## config.mk

```make
export PLATFORM = sky130hd
export DESIGN_NAME = linefill_biu
export DESIGN_NICKNAME = d
export VERILOG_FILES = /design/src/rtl/lf_pkg.sv /design/src/rtl/lf_addr_gen.sv /design/src/rtl/lf_seq.sv /design/src/rtl/linefill_biu.sv
export SDC_FILE = /design/constraint.sdc
export NUM_CORES = 1
export LEC_CHECK = 0
export BUFFER_PORTS_ARGS = -buffer_cell sky130_fd_sc_hd__buf_2
export CAP_MARGIN = 20
export CORE_ASPECT_RATIO = 0.9
export CORE_MARGIN = 1
export CORE_UTILIZATION = 45
export DETAILED_ROUTE_END_ITERATION = 7
export PLACE_DENSITY = 0.75
export SETUP_SLACK_MARGIN = 0.3
export SKIP_CTS_REPAIR_TIMING = 1
export SLEW_MARGIN = 10
export SYNTH_ARGS = -nofsm -noshare
export SYNTH_HDL_FRONTEND = slang
export SYNTH_SLANG_ARGS = --single-unit
```

## constraint.sdc

```tcl
create_clock -name clk -period 4.65 [get_ports clk]
set_clock_uncertainty 0.2 [all_clocks]
set_input_delay 0.93 -clock clk [delete_from_list [all_inputs] [get_ports clk]]
set_output_delay 0.93 -clock clk [all_outputs]
set_load 0.05 [all_outputs]
```

## src/rtl/lf_pkg.sv

```systemverilog
// Shared types for the burst line-fill bus interface.
package lf_pkg;
    typedef enum logic [1:0] {
        SEQ_IDLE = 2'd0,   // no transfer; cycle low
        SEQ_BEAT = 2'd1,   // strobe presented to the bus
        SEQ_GAP  = 2'd2    // cycle held, strobe dropped for one clock
    } seq_st_t;
endpackage

```

## src/rtl/lf_addr_gen.sv

```systemverilog
// Beat address generator.
// Loads the aligned start address of a transfer and steps it by one bus
// word per accepted beat. It also flags the final beat of the transfer.
// Assumes BEATS is a power of two (at least 2) and DW is a multiple of 8.
module lf_addr_gen #(
    parameter int AW    = 32,
    parameter int DW    = 32,
    parameter int BEATS = 4
) (
    input  logic          clk,
    input  logic          rst_n,
    input  logic          load_i,
    input  logic          single_i,
    input  logic [AW-1:0] base_i,
    input  logic          step_i,
    output logic [AW-1:0] adr_o,
    output logic          last_o
);
    localparam int BYTES = DW / 8;
    localparam int WOFF  = $clog2(BYTES);
    localparam int OFFW  = $clog2(BEATS * BYTES);
    localparam int BW    = $clog2(BEATS);

    logic [AW-1:0] adr_q;
    logic [BW-1:0] beat_q;
    logic          single_q;

    // Load the aligned start address, or advance by one word per beat.
    always_ff @(posedge clk) begin
        if (!rst_n) begin
            adr_q    <= '0;
            beat_q   <= '0;
            single_q <= 1'b0;
        end else if (load_i) begin
            adr_q    <= single_i ? {base_i[AW-1:WOFF], {WOFF{1'b0}}}
                                 : {base_i[AW-1:OFFW], {OFFW{1'b0}}};
            beat_q   <= '0;
            single_q <= single_i;
        end else if (step_i) begin
            adr_q    <= adr_q + AW'(BYTES);
            beat_q   <= beat_q + 1'b1;
        end
    end

    // The final beat is beat 0 of a single fetch, or the last beat of a line.
    always_comb last_o = single_q || (beat_q == BW'(BEATS - 1));

    assign adr_o = adr_q;

    AST_ADR_STEP: assert property (@(posedge clk) disable iff (!rst_n)
        (step_i && !load_i) |=> adr_o == $past(adr_o) + AW'(BYTES));
    AST_LINE_ALIGN: assert property (@(posedge clk) disable iff (!rst_n)
        (load_i && !single_i) |=> adr_o[OFFW-1:0] == '0);
endmodule

```

## src/rtl/lf_seq.sv

```systemverilog
// Bus cycle/strobe sequencer.
// Opens a bus cycle on a request taken while idle and presents one strobe
// per beat. It holds through wait states, inserts a one-clock gap after a
// retry or (in slow mode) after each beat, and closes the cycle on the
// final acknowledge or on an error. Error wins over acknowledge, and
// acknowledge wins over retry. Done and fail are one-clock registered pulses.
module lf_seq
    import lf_pkg::*;
(
    input  logic clk,
    input  logic rst_n,
    input  logic req_i,
    input  logic slow_i,
    input  logic ack_i,
    input  logic err_i,
    input  logic rty_i,
    input  logic last_i,
    output logic cyc_o,
    output logic stb_o,
    output logic load_o,
    output logic take_o,
    output logic step_o,
    output logic done_o,
    output logic fail_o
);
    seq_st_t st_q;
    logic    slow_q;

    // Request acceptance and beat qualification from registered state.
    always_comb begin
        load_o = (st_q == SEQ_IDLE) && req_i;
        take_o = (st_q == SEQ_BEAT) && ack_i && !err_i;
        step_o = take_o && !last_i;
    end

    // Transfer state machine with registered completion pulses.
    always_ff @(posedge clk) begin
        if (!rst_n) begin
            st_q   <= SEQ_IDLE;
            slow_q <= 1'b0;
            done_o <= 1'b0;
            fail_o <= 1'b0;
        end else begin
            done_o <= 1'b0;
            fail_o <= 1'b0;
            unique case (st_q)
                SEQ_IDLE: if (req_i) begin
                    st_q   <= SEQ_BEAT;
                    slow_q <= slow_i;
                end
                SEQ_BEAT: begin
                    if (err_i) begin
                        st_q   <= SEQ_IDLE;
                        fail_o <= 1'b1;
                    end else if (ack_i) begin
                        if (last_i) begin
                            st_q   <= SEQ_IDLE;
                            done_o <= 1'b1;
                        end else if (slow_q) begin
                            st_q <= SEQ_GAP;
                        end
                    end else if (rty_i) begin
                        st_q <= SEQ_GAP;
                    end
                end
                SEQ_GAP:  st_q <= SEQ_BEAT;
                default:  st_q <= SEQ_IDLE;
            endcase
        end
    end

    assign cyc_o = (st_q != SEQ_IDLE);
    assign stb_o = (st_q == SEQ_BEAT);

    AST_FAST_BACK2BACK: assert property (@(posedge clk) disable iff (!rst_n)
        (stb_o && ack_i && !err_i && !last_i && !slow_q) |=> stb_o);
    AST_SLOW_GAP: assert property (@(posedge clk) disable iff (!rst_n)
        (stb_o && ack_i && !err_i && !last_i && slow_q) |=> (!stb_o && cyc_o));
    AST_DONE_AFTER_LAST: assert property (@(posedge clk) disable iff (!rst_n)
        (stb_o && ack_i && !err_i && last_i) |=> (done_o && !cyc_o));
    AST_RETRY_GAP: assert property (@(posedge clk) disable iff (!rst_n)
        (stb_o && rty_i && !ack_i && !err_i) |=> (!stb_o && cyc_o && !done_o));
    AST_ERR_ABORT: assert property (@(posedge clk) disable iff (!rst_n)
        (stb_o && err_i) |=> (fail_o && !cyc_o && !done_o));
endmodule

```

## src/rtl/linefill_biu.sv

```systemverilog
// Burst line-fill bus interface (top).
// Connects a cache controller to a cycle/strobe/acknowledge memory bus.
// It runs four-word line fills or single-word fetches, in fast
// (back-to-back) or slow (two clocks per beat) mode. Returned words are
// registered toward the cache one clock after their acknowledge.
// Assumes the cache holds the request for one clock and waits for done or
// error before asking again.
module linefill_biu #(
    parameter int AW    = 32,
    parameter int DW    = 32,
    parameter int BEATS = 4
) (
    input  logic          clk,
    input  logic          rst_n,
    input  logic          fill_req_i,
    input  logic          fill_single_i,
    input  logic          fill_slow_i,
    input  logic [AW-1:0] fill_addr_i,
    output logic          word_valid_o,
    output logic [DW-1:0] word_data_o,
    output logic          fill_done_o,
    output logic          fill_err_o,
    output logic          bus_cyc_o,
    output logic          bus_stb_o,
    output logic [AW-1:0] bus_adr_o,
    input  logic [DW-1:0] bus_dat_i,
    input  logic          bus_ack_i,
    input  logic          bus_err_i,
    input  logic          bus_rty_i
);
    logic load, take, step, last;

    lf_seq u_seq (
        .clk    (clk),
        .rst_n  (rst_n),
        .req_i  (fill_req_i),
        .slow_i (fill_slow_i),
        .ack_i  (bus_ack_i),
        .err_i  (bus_err_i),
        .rty_i  (bus_rty_i),
        .last_i (last),
        .cyc_o  (bus_cyc_o),
        .stb_o  (bus_stb_o),
        .load_o (load),
        .take_o (take),
        .step_o (step),
        .done_o (fill_done_o),
        .fail_o (fill_err_o)
    );

    lf_addr_gen #(.AW(AW), .DW(DW), .BEATS(BEATS)) u_adr (
        .clk      (clk),
        .rst_n    (rst_n),
        .load_i   (load),
        .single_i (fill_single_i),
        .base_i   (fill_addr_i),
        .step_i   (step),
        .adr_o    (bus_adr_o),
        .last_o   (last)
    );

    // Register each accepted word toward the cache.
    always_ff @(posedge clk) begin
        if (!rst_n) begin
            word_valid_o <= 1'b0;
            word_data_o  <= '0;
        end else begin
            word_valid_o <= take;
            if (take) word_data_o <= bus_dat_i;
        end
    end

    AST_WAIT_HOLD: assert property (@(posedge clk) disable iff (!rst_n)
        (bus_stb_o && !bus_ack_i && !bus_err_i && !bus_rty_i)
        |=> (bus_stb_o && $stable(bus_adr_o)));
    AST_STB_IN_CYC: assert property (@(posedge clk) disable iff (!rst_n)
        bus_stb_o |-> bus_cyc_o);
    AST_VALID_AFTER_ACK: assert property (@(posedge clk) disable iff (!rst_n)
        (bus_stb_o && bus_ack_i && !bus_err_i) |=> word_valid_o);
    AST_DONE_XOR_ERR: assert property (@(posedge clk) disable iff (!rst_n)
        !(fill_done_o && fill_err_o));
    AST_REQ_IGNORED: assert property (@(posedge clk) disable iff (!rst_n)
        (bus_cyc_o && fill_req_i && !bus_ack_i && !bus_rty_i && !bus_err_i)
        |=> $stable(bus_adr_o));
endmodule

```

==> results.py <==
metrics = {
    "detailed_routing": {
        "via_per_inst": 5.05,
        "wirelength_um": 7980,
        "wl_met2_um": 3890,
        "drtIter0Drc": 139,
        "dr_total_vias": 3052,
        "m1WireLength_um": 3600,
        "final_antenna_net_count": 0,
        "top_layer": "met4",
        "drt-pass1-iter-count": 6,
        "wl_per_cell_um": 13.2,
        "wl_met3_um": 392,
        "drcViolationCount": 1,
    },
    "cts": {
        "clock_sinks": 71,
        "cts_tree": "yes",
        "clk-insertion-delay-late_ns": 0.34,
        "cts_root_buf": "clkbuf_8",
        "cts.path.max_buffers": 2,
        "htreeDepth": 3,
        "numCtsBuffers": 9,
        "clkTransAtPathRegs_ns": 0.07,
    },
    "setup_path": {
        "critPathArrivalTime_ns": 2.81,
        "critPathCaptureType": "flip-flop",
        "critPathTopFamily": "simple AND/OR/NAND/NOR gates",
        "r2r_slack_ns": 2.09,
        "reg2reg_depth": 6,
        "max_stage_delay_ns": 0.63,
        "reg2reg_from": "u_adr.adr_o[2]",
        "critical_path_buf_inv_count": 1,
        "worstSetupPathType": "input pin to flip-flop",
        "worst-path-max-fanout": 13,
        "r2r_end": "u_adr.adr_o[14]",
        "slowest_stage": "or4_1",
        "start_kind": "input pin",
        "required_ns": 4.71,
        "crit_chain": "buf_2, and4bb_2, nand2_1, or4_1, or3_1, a31oi_1",
    },
    "floorplanning": {
        "core_um2": 6590,
        "start_util": 0.466,
        "dieWidth_um": 89.1,
        "dieArea_um2": 7160,
        "rows": 28,
        "die_h_um": 80.4,
        "io_pins": 141,
    },
    "grt": {
        "overflow": 0,
        "first_global_vias": 2752,
        "grt_pass1_wl_um": 12700,
        "grt_usage": 0.230,
        "antenna_found_initial": 0,
        "grt_max_degree": 61,
    },
    "synthesis": {
        "ys.flop_type": "dfxtp_1",
        "synthTopCellsByArea": "dfxtp_1 46%, nand2_1 11%, a21oi_1 8.8%, o21ai_0 4.7%, xnor2_1 3.7%",
        "avgSynthCellArea_um2": 8.02,
        "synth_top_area_cell": "dfxtp_1",
        "synth_top_area_frac": 0.463,
        "syn-cell-area_um2": 3070,
        "ys_types": 37,
        "ys_seq_elements": 71,
        "syn_inst": 383,
        "yosys_warnings": 0,
        "ys_seq_area_frac": 0.463,
        "synthTopCellsByCount": "89 x nand2_1, 71 x dfxtp_1, 54 x a21oi_1, 29 x o21ai_0, 19 x clkbuf_1",
        "synth_most_common_cell": "nand2_1",
        "async_flop_share": 0,
        "synth_edf_count": 0,
    },
    "sta": {
        "fmax_mhz": 364,
        "fin_crit_sh": 0.591,
        "fin_tns_setup_ns": 0,
        "tightest_slew_ns": 1.01,
        "rsz0062_at_grt": "false",
        "finalSetupViolations": 0,
        "slew_viol_final": 0,
        "fin_crit_ns": 2.75,
        "hold_viol": 0,
        "slew_headroom": 0.328,
    },
    "finish": {
        "utilization": 0.607,
        "syn_to_final_growth_pct": 30.2,
        "layout-drive-gt1-share": 0.307,
        "fin_nets": 583,
        "final_cell_area_um2": 4000,
        "antennaDiodeCount": 0,
        "multi_input_area_um2": 1540,
        "nFillCells": 644,
        "seq_area_um2": 1420,
    },
    "hold_path": {
        "hp-start": "word_data_o[19]",
        "hp-class": "flip-flop to flip-flop",
        "worstHoldEndpoint": "word_data_o[19]",
        "hold_depth": 2,
    },
    "placed_design": {
        "place.gp.congestion": 0.825,
        "place_area_um2": 3790,
        "dp_hpwl_um": 5640,
        "port_buffers": 136,
    },
    "power_and_ir_drop": {
        "leakage_nw": 1.71,
        "vdd_drop_max_uv": 169,
        "powerDensity_nw_per_um2": 374,
    },
    "outcome": {
        "violations": "DRC",
        "outcome": "finished, violations left",
    },
    "run": {
        "maxCapViolCount": 0,
    },
}
## cell type report
cell class | count | area share
clock buffer | 10 | 0.0319
clock inverter | 6 | 0.0213
inverter | 4 | 0.00375
multi-input combinational | 284 | 0.384
sequential | 71 | 0.355
tap | 90 | 0.0282
timing repair buffer | 139 | 0.176
## kinds of logic (layout without fill, tap and decap cells)
group                      count (synthesis)  after routing  share of synthesized area
buffers and inverters                     29            159                     0.0395
other                                      1              2                    0.00122
DFF                                       71             71                      0.463
and+or+nand+nor                          156            156                      0.244
xor gates and xnor gates                  25             25                     0.0713
muxes                                      2              2                    0.00652
AOI/OAI and AO/OA                         97             97                      0.167
adders and majority gates                  2              2                    0.00815
## state kept, by name, summed over array words and instances, names as in the netlist
register,cells
word_data_o,32
u_adr.adr_o,30
word_valid_o,1
u_adr.beat_q,2
u_seq.done_o,1
u_seq.slow_q,1
u_seq.st_q,2
u_seq.fail_o,1
u_adr.single_q,1
## stage by stage
step	cells	hold WS [ns]	power [mW]	worst slack, ns
finish	604	0.253	1.50	1.90
global route	604	0.269	1.56	1.82
CTS	604	0.253	1.51	1.91
detailed placement	588	0.243	0.977	1.56
global placement	588	0.239	0.972	1.59
floorplan	384	0.240	0.893	2.04
## where the power goes
part	internal (mW)	switching [mW]	total, mW
clock network	0.300	0.233	0.534
registers	0.643	0.0357	0.679
logic	0.0798	0.204	0.284
total	1.02	0.473	1.50
## worst register-to-register path, cell delays in order, from the launching register on
cell and delay [ns]:
dfxtp_1 0.44, ha_1 0.26, nor3b_1 0.58, nand4_1 0.39
nor3_1 0.31, xnor2_1 0.16, a21oi_1 0.08
## cells in the final DEF, fill, tap and decap left out, types with 3 or more instances in the layout
master    count
nor2_1       14
buf_2       136
a211oi_1      4
a21oi_1      54
clkbuf_8      9
dfxtp_1      71
xnor2_1      13
and4_1        6
buf_4         3
nor3_1        7
and2_1        3
a31oi_1       5
o21ai_0      29
nor4_1        5
nand4_1       6
xor2_1       12
nand2_1      88
inv_1         3
or3_1         5
nand3_1       9
o22ai_1       3
and3_1        3
## routing by layer
| metal | global-route usage | vias to the layer above |
|---|---|---|
| met3 | 0.0370 | 11 |
| met1 | 0.292 | 1386 |
| li1 | - | 1570 |
| met4 | 0.0921 | 0 |
| met2 | 0.386 | 85 |
| met5 | 0 | - |
## worst max path at each step
stage	start	end	slack, ns	depth (start not counted)
2_1_floorplan	u_adr.adr_o[10]	u_adr.adr_o[31]	2.04	6
3_3_place_gp	bus_err_i	u_adr.adr_o[31]	1.59	6
3_5_place_dp	bus_err_i	u_adr.adr_o[31]	1.56	6
4_1_cts	bus_err_i	u_adr.adr_o[31]	1.91	6
5_1_grt	bus_err_i	u_adr.adr_o[29]	1.82	6
6_report	bus_err_i	u_adr.adr_o[31]	1.90	6
Note: power is estimated with default switching activity, not from simulation.
